## config.mk

```make
export PLATFORM = sky130hd
export DESIGN_NAME = burst_addr_gen
export DESIGN_NICKNAME = d
export VERILOG_FILES = /design/src/rtl/burst_addr_pkg.sv /design/src/rtl/burst_cmd_decode.sv /design/src/rtl/burst_start_reg.sv /design/src/rtl/burst_beat_ctr.sv /design/src/rtl/burst_addr_gen.sv
export SDC_FILE = /design/constraint.sdc
export NUM_CORES = 1
export LEC_CHECK = 0
export BUFFER_PORTS_ARGS = -buffer_cell sky130_fd_sc_hd__buf_2
export CORE_UTILIZATION = 43
export DETAILED_ROUTE_END_ITERATION = 10
export GPL_TIMING_DRIVEN = 0
export PLACE_DENSITY = 0.84
export SYNTH_ARGS = -nofsm -noshare
export SYNTH_HDL_FRONTEND = slang
export SYNTH_SLANG_ARGS = --single-unit
```

## constraint.sdc

```tcl
create_clock -name clk -period 1.7 [get_ports clk]
set_clock_uncertainty 0.2 [all_clocks]
set_input_delay 0.085 -clock clk [delete_from_list [all_inputs] [get_ports clk]]
set_output_delay 0.085 -clock clk [all_outputs]
set_load 0.01 [all_outputs]
```

## src/rtl/burst_addr_pkg.sv

```systemverilog
package burst_addr_pkg;

  // Width of the beat counter; a burst covers 2**BEAT_W addresses.
  localparam int BEAT_W = 2;
  localparam int BEATS  = 1 << BEAT_W;

  typedef logic [BEAT_W-1:0] beat_t;

  typedef enum logic {
    ORD_LINEAR     = 1'b0,
    ORD_INTERLEAVE = 1'b1
  } order_e;

  // Linear order: the offset counts up from the start value and wraps.
  function automatic beat_t lin_offset(beat_t start, beat_t beat);
    return beat_t'(start + beat);
  endfunction

  // Interleaved order: each beat number toggles bits of the start value.
  function automatic beat_t ilv_offset(beat_t start, beat_t beat);
    return start ^ beat;
  endfunction

  function automatic beat_t map_offset(order_e ord, beat_t start, beat_t beat);
    return (ord == ORD_LINEAR) ? lin_offset(start, beat) : ilv_offset(start, beat);
  endfunction

endpackage

```

## src/rtl/burst_cmd_decode.sv

```systemverilog
module burst_cmd_decode (
  input  logic strobe_cpu,
  input  logic strobe_ctl,
  input  logic advance,
  output logic load_evt,
  output logic step_evt
);
  // A strobe on either side starts a burst and masks any advance.
  always_comb begin
    load_evt = strobe_cpu | strobe_ctl;
    step_evt = advance & ~load_evt;
  end
endmodule

```

## src/rtl/burst_start_reg.sv

```systemverilog
module burst_start_reg
  import burst_addr_pkg::*;
#(
  parameter int ADDR_W = 20,
  localparam int HI_W  = ADDR_W - BEAT_W
) (
  input  logic              clk,
  input  logic              rst_n,
  input  logic              load_evt,
  input  logic [ADDR_W-1:0] load_addr,
  input  logic              order_sel,
  output logic [HI_W-1:0]   hi_q,
  output beat_t             start_q,
  output order_e            order_q
);
  // The reset value of the order register is interleaved, which matches an
  // unconnected select pin.
  always_ff @(posedge clk or negedge rst_n) begin
    if (!rst_n) begin
      hi_q    <= '0;
      start_q <= '0;
      order_q <= ORD_INTERLEAVE;
    end else if (load_evt) begin
      hi_q    <= load_addr[ADDR_W-1:BEAT_W];
      start_q <= load_addr[BEAT_W-1:0];
      order_q <= order_e'(order_sel);
    end
  end
endmodule

```

## src/rtl/burst_beat_ctr.sv

```systemverilog
module burst_beat_ctr
  import burst_addr_pkg::*;
(
  input  logic  clk,
  input  logic  rst_n,
  input  logic  load_evt,
  input  logic  step_evt,
  output beat_t beat_q,
  output logic  at_first,
  output logic  at_last
);
  always_ff @(posedge clk or negedge rst_n) begin
    if (!rst_n)        beat_q <= '0;
    else if (load_evt) beat_q <= '0;
    else if (step_evt) beat_q <= beat_t'(beat_q + 1'b1);
  end

  always_comb begin
    at_first = (beat_q == '0);
    at_last  = (beat_q == beat_t'(BEATS - 1));
  end
endmodule

```

## src/rtl/burst_addr_gen.sv

```systemverilog
module burst_addr_gen
  import burst_addr_pkg::*;
#(
  parameter int ADDR_W = 20
) (
  input  logic              clk,
  input  logic              rst_n,
  input  logic              strobe_cpu,
  input  logic              strobe_ctl,
  input  logic              advance,
  input  logic              order_sel,
  input  logic [ADDR_W-1:0] load_addr,
  output logic [ADDR_W-1:0] addr_out,
  output logic [1:0]        beat_idx,
  output logic              burst_first,
  output logic              burst_last
);
  localparam int HI_W = ADDR_W - BEAT_W;

  logic            load_evt;
  logic            step_evt;
  logic [HI_W-1:0] hi_q;
  beat_t           start_q;
  order_e          order_q;
  beat_t           beat_q;
  beat_t           offset;

  burst_cmd_decode u_dec (
    .strobe_cpu (strobe_cpu),
    .strobe_ctl (strobe_ctl),
    .advance    (advance),
    .load_evt   (load_evt),
    .step_evt   (step_evt)
  );

  burst_start_reg #(.ADDR_W(ADDR_W)) u_start (
    .clk       (clk),
    .rst_n     (rst_n),
    .load_evt  (load_evt),
    .load_addr (load_addr),
    .order_sel (order_sel),
    .hi_q      (hi_q),
    .start_q   (start_q),
    .order_q   (order_q)
  );

  burst_beat_ctr u_beat (
    .clk      (clk),
    .rst_n    (rst_n),
    .load_evt (load_evt),
    .step_evt (step_evt),
    .beat_q   (beat_q),
    .at_first (burst_first),
    .at_last  (burst_last)
  );

  always_comb begin
    offset   = map_offset(order_q, start_q, beat_q);
    addr_out = {hi_q, offset};
    beat_idx = beat_q;
  end
endmodule

```

==> flow_metrics.env, run 1 <==
export IMPL_rsz0062_at_grt="no"
export IMPL_drt_wl_total_mm=2.10
export IMPL_yosysMostFrequentCell="dfrtp_1"
export IMPL_cp_max_fo=5
export IMPL_track_usage_pct=20.2
export IMPL_syn_nets=88
export IMPL_yosysTopAreaCell="dfrtp_1"
export IMPL_ys_types=12
export IMPL_ant_nets=0
export IMPL_r2r_end="u_beat.beat_q[0]"
export IMPL_cts_inserted_buffers=3
export IMPL_maxCapViolations=0
export IMPL_vias=755
export IMPL_globalplace_congestion=0.653
export IMPL_slew_viol_final=0
export IMPL_via_per_inst=4.58
export IMPL_cts_root_buf="clkbuf_4"
export IMPL_max_slew_margin_pct=67.0
export IMPL_portBuffers=49
export IMPL_die_y_um=48.8
export IMPL_timing_rr_start="u_beat.beat_q[0]"
export IMPL_initial_core_util_pct=46.7
export IMPL_antenna_found_initial=0
export IMPL_drc=0
export IMPL_core_um2=2020
export IMPL_antenna_cells=0
export IMPL_wl_per_cell_um=12.7
export IMPL_start_kind="flop"
export IMPL_final_cell_count_no_fill=165
export IMPL_hpwlAfterDp_mm=1.24
export IMPL_ys_async_sr_fraction_pct=100
export IMPL_synth_area_leaders="dfrtp_1 (58%), mux2_2 (24%), ha_1 (4.0%), dfstp_2 (2.8%), xnor2_1 (2.8%)"
export IMPL_hold_path_class="input port to asynchronous set/reset pin"
export IMPL_synth_cells=59
export IMPL_stdcell_area_um2=1510
export IMPL_hold_violations=0
export IMPL_leakagePower_uw=0.000732
export IMPL_clock_sinks=23
export IMPL_synth_flop_cell="dfrtp_1"
export IMPL_drt_iter0_markers=1
export IMPL_clock_latency_ns=0.30
export IMPL_fp_row_count=16
export IMPL_cp_required_ns=1.41
export IMPL_die_width_um=48.8
export IMPL_cts_tree="built"
export IMPL_cts_max_path_buffers=2
export IMPL_yosys_top_cells_count="dfrtp_1 (22), mux2_2 (20), ha_1 (3), xnor2_1 (3)"
export IMPL_nets=168
export IMPL_grt_max_degree=24
export IMPL_grt_ovfl_total=0
export IMPL_io_pins=50
export IMPL_peakVddDrop_v=0.000586
export IMPL_dieArea_um2=2390
export IMPL_drt_pass1_iterations=2
export IMPL_finalSetupViolCount=0
export IMPL_regToRegSetupSlack_ns=0.13
export IMPL_status="finished clean"
export IMPL_dp_cells=135
export IMPL_endpoint_kind="output pin"
export IMPL_max_freq_ghz=0.617
export IMPL_worstRegToRegCells=3
export IMPL_synth_top_area_share_pct=58.4
export IMPL_syn_area_um2=943
export IMPL_min_period_over_period_pct=95.3
export IMPL_syn_area_per_cell_um2=16.0
export IMPL_worst_slew_pin_slew_ns=0.495
export IMPL_period_needed_ns=1.62
export IMPL_synth_enable_flop_cells=0
export IMPL_place_area_um2=1220
export IMPL_grt_pass1_vias=853
export IMPL_layout_drive_gt1_share_pct=57.2
export IMPL_yosysSeqAreaShare_pct=61.1
export IMPL_finalSetupTns_ns=0
export IMPL_cts_reportedPaths_clkPinSlew_ns=0.12
export IMPL_worstSetupPathType="flop to output pin"
export IMPL_grt_first_pass_wirelength_mm=3.65
export IMPL_power_density_nw_per_um2=723
export IMPL_yosys_warnings=0
export IMPL_hold_ws_ns=0.0916
export IMPL_cp_arrival_ns=1.34
export IMPL_area_delta_synth_final_pct=60.2
export IMPL_h_tree_depth=1
export IMPL_ys_ff_latch=23
==> power by group <==
group	total [µW]	internal, µW	switching (µW)	leakage (µW)
clock	239	87.6	151	0.0000177
combinational	238	142	96.3	0.000445
sequential	616	592	23.6	0.000270
total	1090	822	271	0.000732
==> layout by cell type (no fill, tap or decap), types with 2 or more instances in the layout <==
cell type	count
clkbuf_4	3
dlygate4sd3_1	26
buf_2	49
inv_1	2
dfrtp_1	21
nor3_1	2
mux2_2	20
xnor2_1	3
ha_1	3
buf_6	2
==> logic make-up after synthesis <==
family / synth area share (%)
flops: 61.1
simple gates: 2.39
buf+inv: 3.18
xor+xnor: 2.79
fa+ha+maj: 3.98
mux: 26.5
==> routing by layer <==
metal	global-route usage [%]	up-vias	part of all wire, %
met3	3.74	2	5.6
met2	37.7	39	52
met5	0	-	0
met1	22.0	355	42
li1	-	359	-
met4	8.82	0	1.1
==> flip-flops by register name, summed over array words and instances, names as in the netlist <==
name,count
u_beat.beat_q,2
u_start.order_q,1
u_start.start_q,2
u_start.hi_q,18
==> how the worst max path moves through the flow <==
stage,start,to,slack [ns],cells after the start
6_report,u_beat.beat_q[0],addr_out[1],0.08,4
5_1_grt,u_beat.beat_q[0],addr_out[1],0.003,4
4_1_cts,u_beat.beat_q[0],addr_out[1],0.05,4
3_5_place_dp,u_beat.beat_q[0],addr_out[1],0.40,4
3_3_place_gp,u_beat.beat_q[0],addr_out[1],0.41,4
2_1_floorplan,u_beat.beat_q[0],addr_out[1],0.41,3
==> metrics by stage <==
stage          util [%]  setup WS (ns)  power, µW
2_1_floorplan         -          0.413        720
3_3_place_gp       60.5          0.412        807
3_5_place_dp       60.5          0.402        815
4_1_cts            74.7         0.0491       1100
5_1_grt            74.8        0.00311       1160
6_report           74.8         0.0794       1090
==> final cells by class <==
class,instances,area (µm²)
repair buffers,75,505
plain buffers,2,22.5
fillers,134,510
well taps,27,33.8
clock inverters,1,5.00
inverters,2,7.51
flip-flops and latches,23,578
clock buffers,3,22.5
multi-input cells,32,337
==> worst max-delay path, stage by stage (launching register included) <==
cell     delay (ns)
dfrtp_2        0.46
ha_1           0.19
nor2b_1        0.13
xnor2_1        0.11
buf_2          0.14
==> repair_timing <==
item	CTS	global route
resized for setup	0	1
hold endpoints to repair	46	0
hold buffers	26	0
buffers inserted	0	0
setup endpoints to repair	0	1
Note: power is estimated with default switching activity, not from simulation.
==> run 2: changes to the inputs <==
--- a/config.mk
+++ b/config.mk
@@ -5,11 +5,14 @@
 export SDC_FILE = /design/constraint.sdc
 export NUM_CORES = 1
 export LEC_CHECK = 0
+export ABC_AREA = 1
 export BUFFER_PORTS_ARGS = -buffer_cell sky130_fd_sc_hd__buf_2
-export CORE_UTILIZATION = 43
+export CORE_UTILIZATION = 44
 export DETAILED_ROUTE_END_ITERATION = 10
 export GPL_TIMING_DRIVEN = 0
-export PLACE_DENSITY = 0.84
+export PLACE_DENSITY = 0.85
+export REMOVE_ABC_BUFFERS = 1
+export SLEW_MARGIN = 20
 export SYNTH_ARGS = -nofsm -noshare
 export SYNTH_HDL_FRONTEND = slang
 export SYNTH_SLANG_ARGS = --single-unit
==> run 2 against run 1 <==
Clock power barely moved. Largest cell class unchanged. Highest routed layer unchanged. Global-route usage rose by 3.6 points. Design area rose by 3.5%.
==> flow_metrics.env, run 2 <==
export IMPL_h_tree_depth=1
export IMPL_cp_max_fo=3
export IMPL_cp_arrival_ns=1.33
export IMPL_ys_ff_latch=23
export IMPL_ys_types=14
export IMPL_synth_flop_cell="dfrtp_1"
export IMPL_vias=1026
export IMPL_yosys_warnings=0
export IMPL_syn_area_um2=993
export IMPL_core_um2=2040
export IMPL_antenna_cells=0
export IMPL_hold_violations=0
export IMPL_multi_input_area_um2=339
export IMPL_min_period_over_period_pct=95.0
export IMPL_nets=224
export IMPL_cts_root_buf="clkbuf_4"
export IMPL_dieArea_um2=2450
export IMPL_mostFrequentLayoutCells="nand2_1 (65), buf_2 (49), dlygate4sd3_1 (30), dfrtp_1 (21), inv_1 (6)"
export IMPL_synth_cells=113
export IMPL_fp_row_count=16
export IMPL_status="finished clean"
export IMPL_maxCapViolations=0
export IMPL_rsz0062_at_grt="no"
export IMPL_endpoint_kind="output pin"
export IMPL_yosysSeqAreaShare_pct=58.1
export IMPL_drt_wl_total_mm=2.62
export IMPL_clock_sinks=23
export IMPL_drt_iter0_markers=25
export IMPL_cts_inserted_buffers=3
export IMPL_hpwlAfterDp_mm=1.46
export IMPL_peakVddDrop_v=0.000493
export IMPL_finalSetupViolCount=0
export IMPL_cts_tree="built"
export IMPL_fillCellCount=149
export IMPL_yosysTopAreaCell="dfrtp_1"
export IMPL_grt_first_pass_wirelength_mm=4.45
export IMPL_syn_area_per_cell_um2=8.79
export IMPL_hold_path_class="input port to asynchronous set/reset pin"
export IMPL_power_density_nw_per_um2=701
export IMPL_track_usage_pct=23.8
export IMPL_synth_top_area_share_pct=55.4
export IMPL_ant_nets=0
export IMPL_ys_async_sr_fraction_pct=100
export IMPL_antenna_found_initial=0
export IMPL_finalPower_uw=1100
export IMPL_grt_pass1_vias=1067
export IMPL_die_width_um=49.5
export IMPL_start_kind="flop"
export IMPL_largest_reg_flops=18
export IMPL_cts_max_path_buffers=2
export IMPL_top_register="u_start.hi_q"
export IMPL_clock_latency_ns=0.30
export IMPL_die_y_um=49.5
export IMPL_worstSetupPathType="flop to output pin"
export IMPL_drc=0
export IMPL_period_needed_ns=1.62
export IMPL_layout_drive_gt1_share_pct=30.4
export IMPL_slew_viol_final=0
export IMPL_io_pins=50
export IMPL_worst_slew_pin_slew_ns=0.495
export IMPL_max_slew_margin_pct=67.0
export IMPL_max_freq_ghz=0.619
export IMPL_via_per_inst=4.64
export IMPL_cp_required_ns=1.41
export IMPL_stdcell_area_um2=1560
export IMPL_regArea_um2=578
export IMPL_portBuffers=49
export IMPL_drt_pass1_iterations=5
export IMPL_place_area_um2=1220
export IMPL_synth_area_leaders="dfrtp_1 (55%), nand2_1 (25%), ha_1 (3.8%), buf_6 (3.4%), dfstp_2 (2.6%)"
export IMPL_grt_ovfl_total=0
export IMPL_largestRegisters="u_start.hi_q (18), u_beat.beat_q (2), u_start.start_q (2)"
export IMPL_mostFrequentLayoutCell="nand2_1"
export IMPL_initial_core_util_pct=48.7
export IMPL_hold_ws_ns=0.0724
export IMPL_yosys_top_cells_count="nand2_1 (65), dfrtp_1 (22), inv_1 (6)"
export IMPL_synth_enable_flop_cells=0
export IMPL_yosysMostFrequentCell="nand2_1"
export IMPL_cts_reportedPaths_clkPinSlew_ns=0.12
export IMPL_area_delta_synth_final_pct=57.4
export IMPL_globalplace_congestion=0.648
export IMPL_leakagePower_uw=0.000861
export IMPL_grt_max_degree=26
export IMPL_wl_per_cell_um=11.9
[run 2: worst paths after layout]
| check | start | end | slack, ns | depth (start not counted) |
|---|---|---|---|---|
| min in group clk | strobe_cpu | u_beat.beat_q[1] | 0.19 | 4 |
| worst min register to register | u_start.hi_q[5] | u_start.hi_q[5] | 0.29 | 2 |
| worst min-delay path | rst_n | u_start.hi_q[15] | 0.07 | 2 |
| worst max-delay path | u_beat.beat_q[0] | addr_out[1] | 0.08 | 7 |
| worst max register to register | u_start.hi_q[6] | u_start.hi_q[6] | 0.32 | 3 |
| max in group asynchronous | rst_n | u_start.order_q | 0.86 | 2 |
[run 2: per-stage QoR]
stage                     util [%]  worst slack, ns  TNS [ns]  cells
after floorplan                  -            0.412         0    109
after global placement        59.7           0.0301         0    185
after detailed placement      59.7           -0.105    -0.208    185
after CTS                     75.7           0.0257         0    219
after global routing          76.6          0.00275         0    221
final                         76.6           0.0842         0    221
[run 2: logic make-up (layout without fill, tap and decap cells)]
| group | after synthesis | in the layout | share of synthesized area [%] |
|---|---|---|---|
| AO/OA/AOI/OAI | 3 | 3 | 1.51 |
| adder cells (fa/ha/maj) | 3 | 3 | 3.78 |
| XOR/XNOR | 1 | 1 | 0.882 |
| flip-flops | 23 | 23 | 58.1 |
| AND/OR/NAND/NOR | 72 | 72 | 27.7 |
| buffers and inverters | 11 | 92 | 8.06 |
[run 2: area by class of cell]
class / count / area share, %
inverter: 7 / 1.68
clock buffer: 4 / 1.68
sequential: 23 / 37.0
multi-input combinational: 79 / 21.7
timing repair buffer: 81 / 35.8
tap: 27 / 2.16
[run 2: repair_timing]
action,in CTS,in global routing
endpoints found under the hold margin,46,0
setup buffers,0,2
gates resized for setup,0,2
hold buffers,30,0
endpoints found under the setup margin,0,1
[run 2: worst max-delay path, cell delays in order (launching register included)]
cell and delay [ns]:
dfrtp_2 0.40, ha_2 0.18, inv_1 0.04, nor2_1 0.08, nand3_1 0.09, nand2_1 0.07, inv_1 0.04, buf_2 0.13
[run 2: report_power, final]
part / internal, µW / leakage, µW / total, µW / switching, µW
sequential: 592 / 0.000275 / 618 / 26.2
combinational: 123 / 0.000570 / 242 / 119
clock: 91.2 / 0.0000150 / 237 / 146
[run 2: routing by layer]
metal	vias up	wire, µm	track usage [%]
met5	-	0	0
met4	0	9	7.62
met3	2	171	4.32
met2	51	1320	42.7
met1	473	1120	28.8
li1	500	-	-
==> run 3: changes to the inputs <==
--- a/config.mk
+++ b/config.mk
@@ -7,12 +7,13 @@
 export LEC_CHECK = 0
 export ABC_AREA = 1
 export BUFFER_PORTS_ARGS = -buffer_cell sky130_fd_sc_hd__buf_2
-export CORE_UTILIZATION = 44
+export CORE_UTILIZATION = 40
 export DETAILED_ROUTE_END_ITERATION = 10
 export GPL_TIMING_DRIVEN = 0
-export PLACE_DENSITY = 0.85
+export PLACE_DENSITY = 0.81
 export REMOVE_ABC_BUFFERS = 1
 export SLEW_MARGIN = 20
 export SYNTH_ARGS = -nofsm -noshare
 export SYNTH_HDL_FRONTEND = slang
 export SYNTH_SLANG_ARGS = --single-unit
+export TNS_END_PERCENT = 100
==> constraint.sdc (replaced) <==
create_clock -name clk -period 1.38 [get_ports clk]
set_clock_uncertainty 0.2 [all_clocks]
set_input_delay 0.069 -clock clk [delete_from_list [all_inputs] [get_ports clk]]
set_output_delay 0.069 -clock clk [all_outputs]
set_load 0.01 [all_outputs]
==> run 3 against run 2 <==
The flow now finishes with violations (negative hold slack, negative setup slack). Cell count unchanged. Non-clock buffer count fell by 1. Combinational power is 38% higher. Routed wire length increased by 16%. Via count grew 2.0%. Register-to-register slack worse by 0.37 ns. Design area rose by 2.8%. Total power rose by 28%. Sequential share of layout area fell by 1.0 points. Clock power rose by 29%. First-iteration DRC count shrank 16%. Critical endpoint unchanged. Highest routed layer unchanged.
==> flow_metrics.env, run 3 (synthesis gave the netlist of run 2 again) <==
export IMPL_status="complete, but fails checks"
export IMPL_violations="negative hold slack, negative setup slack"
export IMPL_min_from="strobe_cpu"
export IMPL_pwr_share_clk_pct=21.8
export IMPL_leakagePower_uw=0.000895
export IMPL_portBuffers=49
export IMPL_period_needed_ns=1.55
export IMPL_timing_rr_start="u_beat.beat_q[0]"
export IMPL_stdcell_area_um2=1610
export IMPL_mostFrequentLayoutCell="nand2_1"
export IMPL_mostFrequentLayoutCells="nand2_1 (65), buf_2 (45), dlygate4sd3_1 (23), dfrtp_1 (21), buf_4 (6)"
export IMPL_rsz0062_at_grt="yes"
export IMPL_ant_nets=0
export IMPL_fp_row_count=17
export IMPL_clock_latency_ns=0.30
export IMPL_hold_path_class="input port to flop"
export IMPL_hold_buffers=35
export IMPL_cts_reportedPaths_clkPinSlew_ns=0.13
export IMPL_dieArea_um2=2690
export IMPL_worstSetupPathType="flop to output pin"
export IMPL_cp_arrival_ns=1.28
export IMPL_power_frac_seq_pct=54.4
export IMPL_top_register="u_start.hi_q"
export IMPL_drt_wl_total_mm=3.05
export IMPL_hold_ws_ns=-0.135
export IMPL_cts_inserted_buffers=3
export IMPL_core_um2=2280
export IMPL_via_per_inst=4.74
export IMPL_io_pins=50
export IMPL_initial_core_util_pct=43.7
export IMPL_place_area_um2=1220
export IMPL_p_int_uw=1010
export IMPL_grt_ovfl_total=0
export IMPL_antenna_cells=0
export IMPL_peakVddDrop_v=0.000624
export IMPL_cp_max_fo=2
export IMPL_nets=223
export IMPL_die_y_um=51.8
export IMPL_maxCapViolations=0
export IMPL_hpwlAfterDp_mm=1.53
export IMPL_finalSetupTns_ns=-0.382
export IMPL_track_usage_pct=26.5
export IMPL_cts_max_path_buffers=2
export IMPL_cp_required_ns=1.11
export IMPL_start_kind="flop"
export IMPL_switching_power_uw=395
export IMPL_hold_violations=11
export IMPL_die_width_um=51.8
export IMPL_finalSetupViolCount=4
export IMPL_cts_root_buf="clkbuf_4"
export IMPL_max_freq_ghz=0.646
export IMPL_combPwrFrac_pct=23.8
export IMPL_slew_viol_final=0
export IMPL_fillCellCount=162
export IMPL_wl_per_cell_um=13.8
export IMPL_grt_pass1_vias=1154
export IMPL_drt_iter0_markers=21
export IMPL_min_period_over_period_pct=112
export IMPL_largest_reg_flops=18
export IMPL_worst_slew_pin_slew_ns=0.503
export IMPL_largestRegisters="u_start.hi_q (18), u_beat.beat_q (2), u_start.start_q (2)"
export IMPL_antenna_found_initial=0
export IMPL_power_density_nw_per_um2=873
export IMPL_switching_share_pct=28.1
export IMPL_drc=0
export IMPL_area_delta_synth_final_pct=61.8
export IMPL_max_slew_margin_pct=66.4
export IMPL_grt_max_degree=26
export IMPL_drt_pass1_iterations=5
export IMPL_layout_drive_gt1_share_pct=36.8
export IMPL_cts_tree="built"
export IMPL_endpoint_kind="output pin"
export IMPL_clock_sinks=23
export IMPL_h_tree_depth=1
export IMPL_globalplace_congestion=0.663
export IMPL_worst_slack_ns=-0.168
export IMPL_startpoint="u_beat.beat_q[0]"
export IMPL_regToRegSetupSlack_ns=-0.05
export IMPL_vias=1047
export IMPL_grt_first_pass_wirelength_mm=5.17
[run 3: cell count changes in the layout (fill, tap and decap cells not counted), sizes merged]
cell	delta
buf	+5
clkbuf	-1
clkinv	+1
dlygate4sd3	-7
dlymetal6s4s	+1
[run 3: power by group through the flow]
stage / Combinational (µW) / Sequential [µW] / Clock [µW]
after detailed placement: 226 / 770 / 0
after floorplan: 82.1 / 792 / 0
after global routing: 371 / 770 / 339
final: 334 / 764 / 305
after CTS: 317 / 758 / 313
after global placement: 217 / 769 / 0
[run 3: cell type report]
| cell class | count | area, µm² | area share (%) |
|---|---|---|---|
| Clock buffer | 3 | 22.5 | 1.40 |
| Clock inverter | 1 | 5.00 | 0.311 |
| Inverter | 7 | 26.3 | 1.63 |
| Multi-Input combinational cell | 79 | 372 | 23.1 |
| Sequential cell | 23 | 578 | 36.0 |
| Tap cell | 28 | 35.0 | 2.18 |
| Timing Repair Buffer | 80 | 569 | 35.4 |
[run 3: worst paths after layout]
kind	end	cells past startpoint
setup / recovery	addr_out[1]	7
max in group asynchronous	u_beat.beat_q[1]	2
hold / removal	u_start.hi_q[14]	4
hold reg to reg	u_start.hi_q[7]	2
setup reg to reg	u_beat.beat_q[1]	5
min in group asynchronous	u_start.hi_q[3]	2
[run 3: repair_timing]
action	in CTS	in global routing
pin swaps	1	2
setup endpoints to repair	6	24
resized for setup	9	8
buffers inserted	3	5
hold endpoints to repair	46	11
[run 3: per-layer routing]
layer	vias to the layer above	GRT usage, %	wire length (µm)
met5	-	0	0
met4	0	8.11	29
met3	4	2.34	142
met2	49	47.0	1600
met1	495	34.0	1270
li1	499	-	-
[run 3: critical path, stage by stage (launching register included)]
cell and delay [ns]:
dfrtp_1 0.43, ha_4 0.16, inv_2 0.04, nor2_2 0.07
nand3_1 0.07, nand2_1 0.06, inv_1 0.04, buf_6 0.11
[run 3: through the flow]
step                cells  hold WS (ns)  utilization (%)  power (µW)  setup WS [ns]
floorplan             109        -0.427                -         874         0.0921
global placement      186        -0.143             53.6         985         -0.322
detailed placement    186        -0.137             53.6         997         -0.368
CTS                   228        0.0669             72.8        1390         -0.174
global route          221       -0.0984             70.6        1480         -0.262
finish                221        -0.135             70.6        1400         -0.168
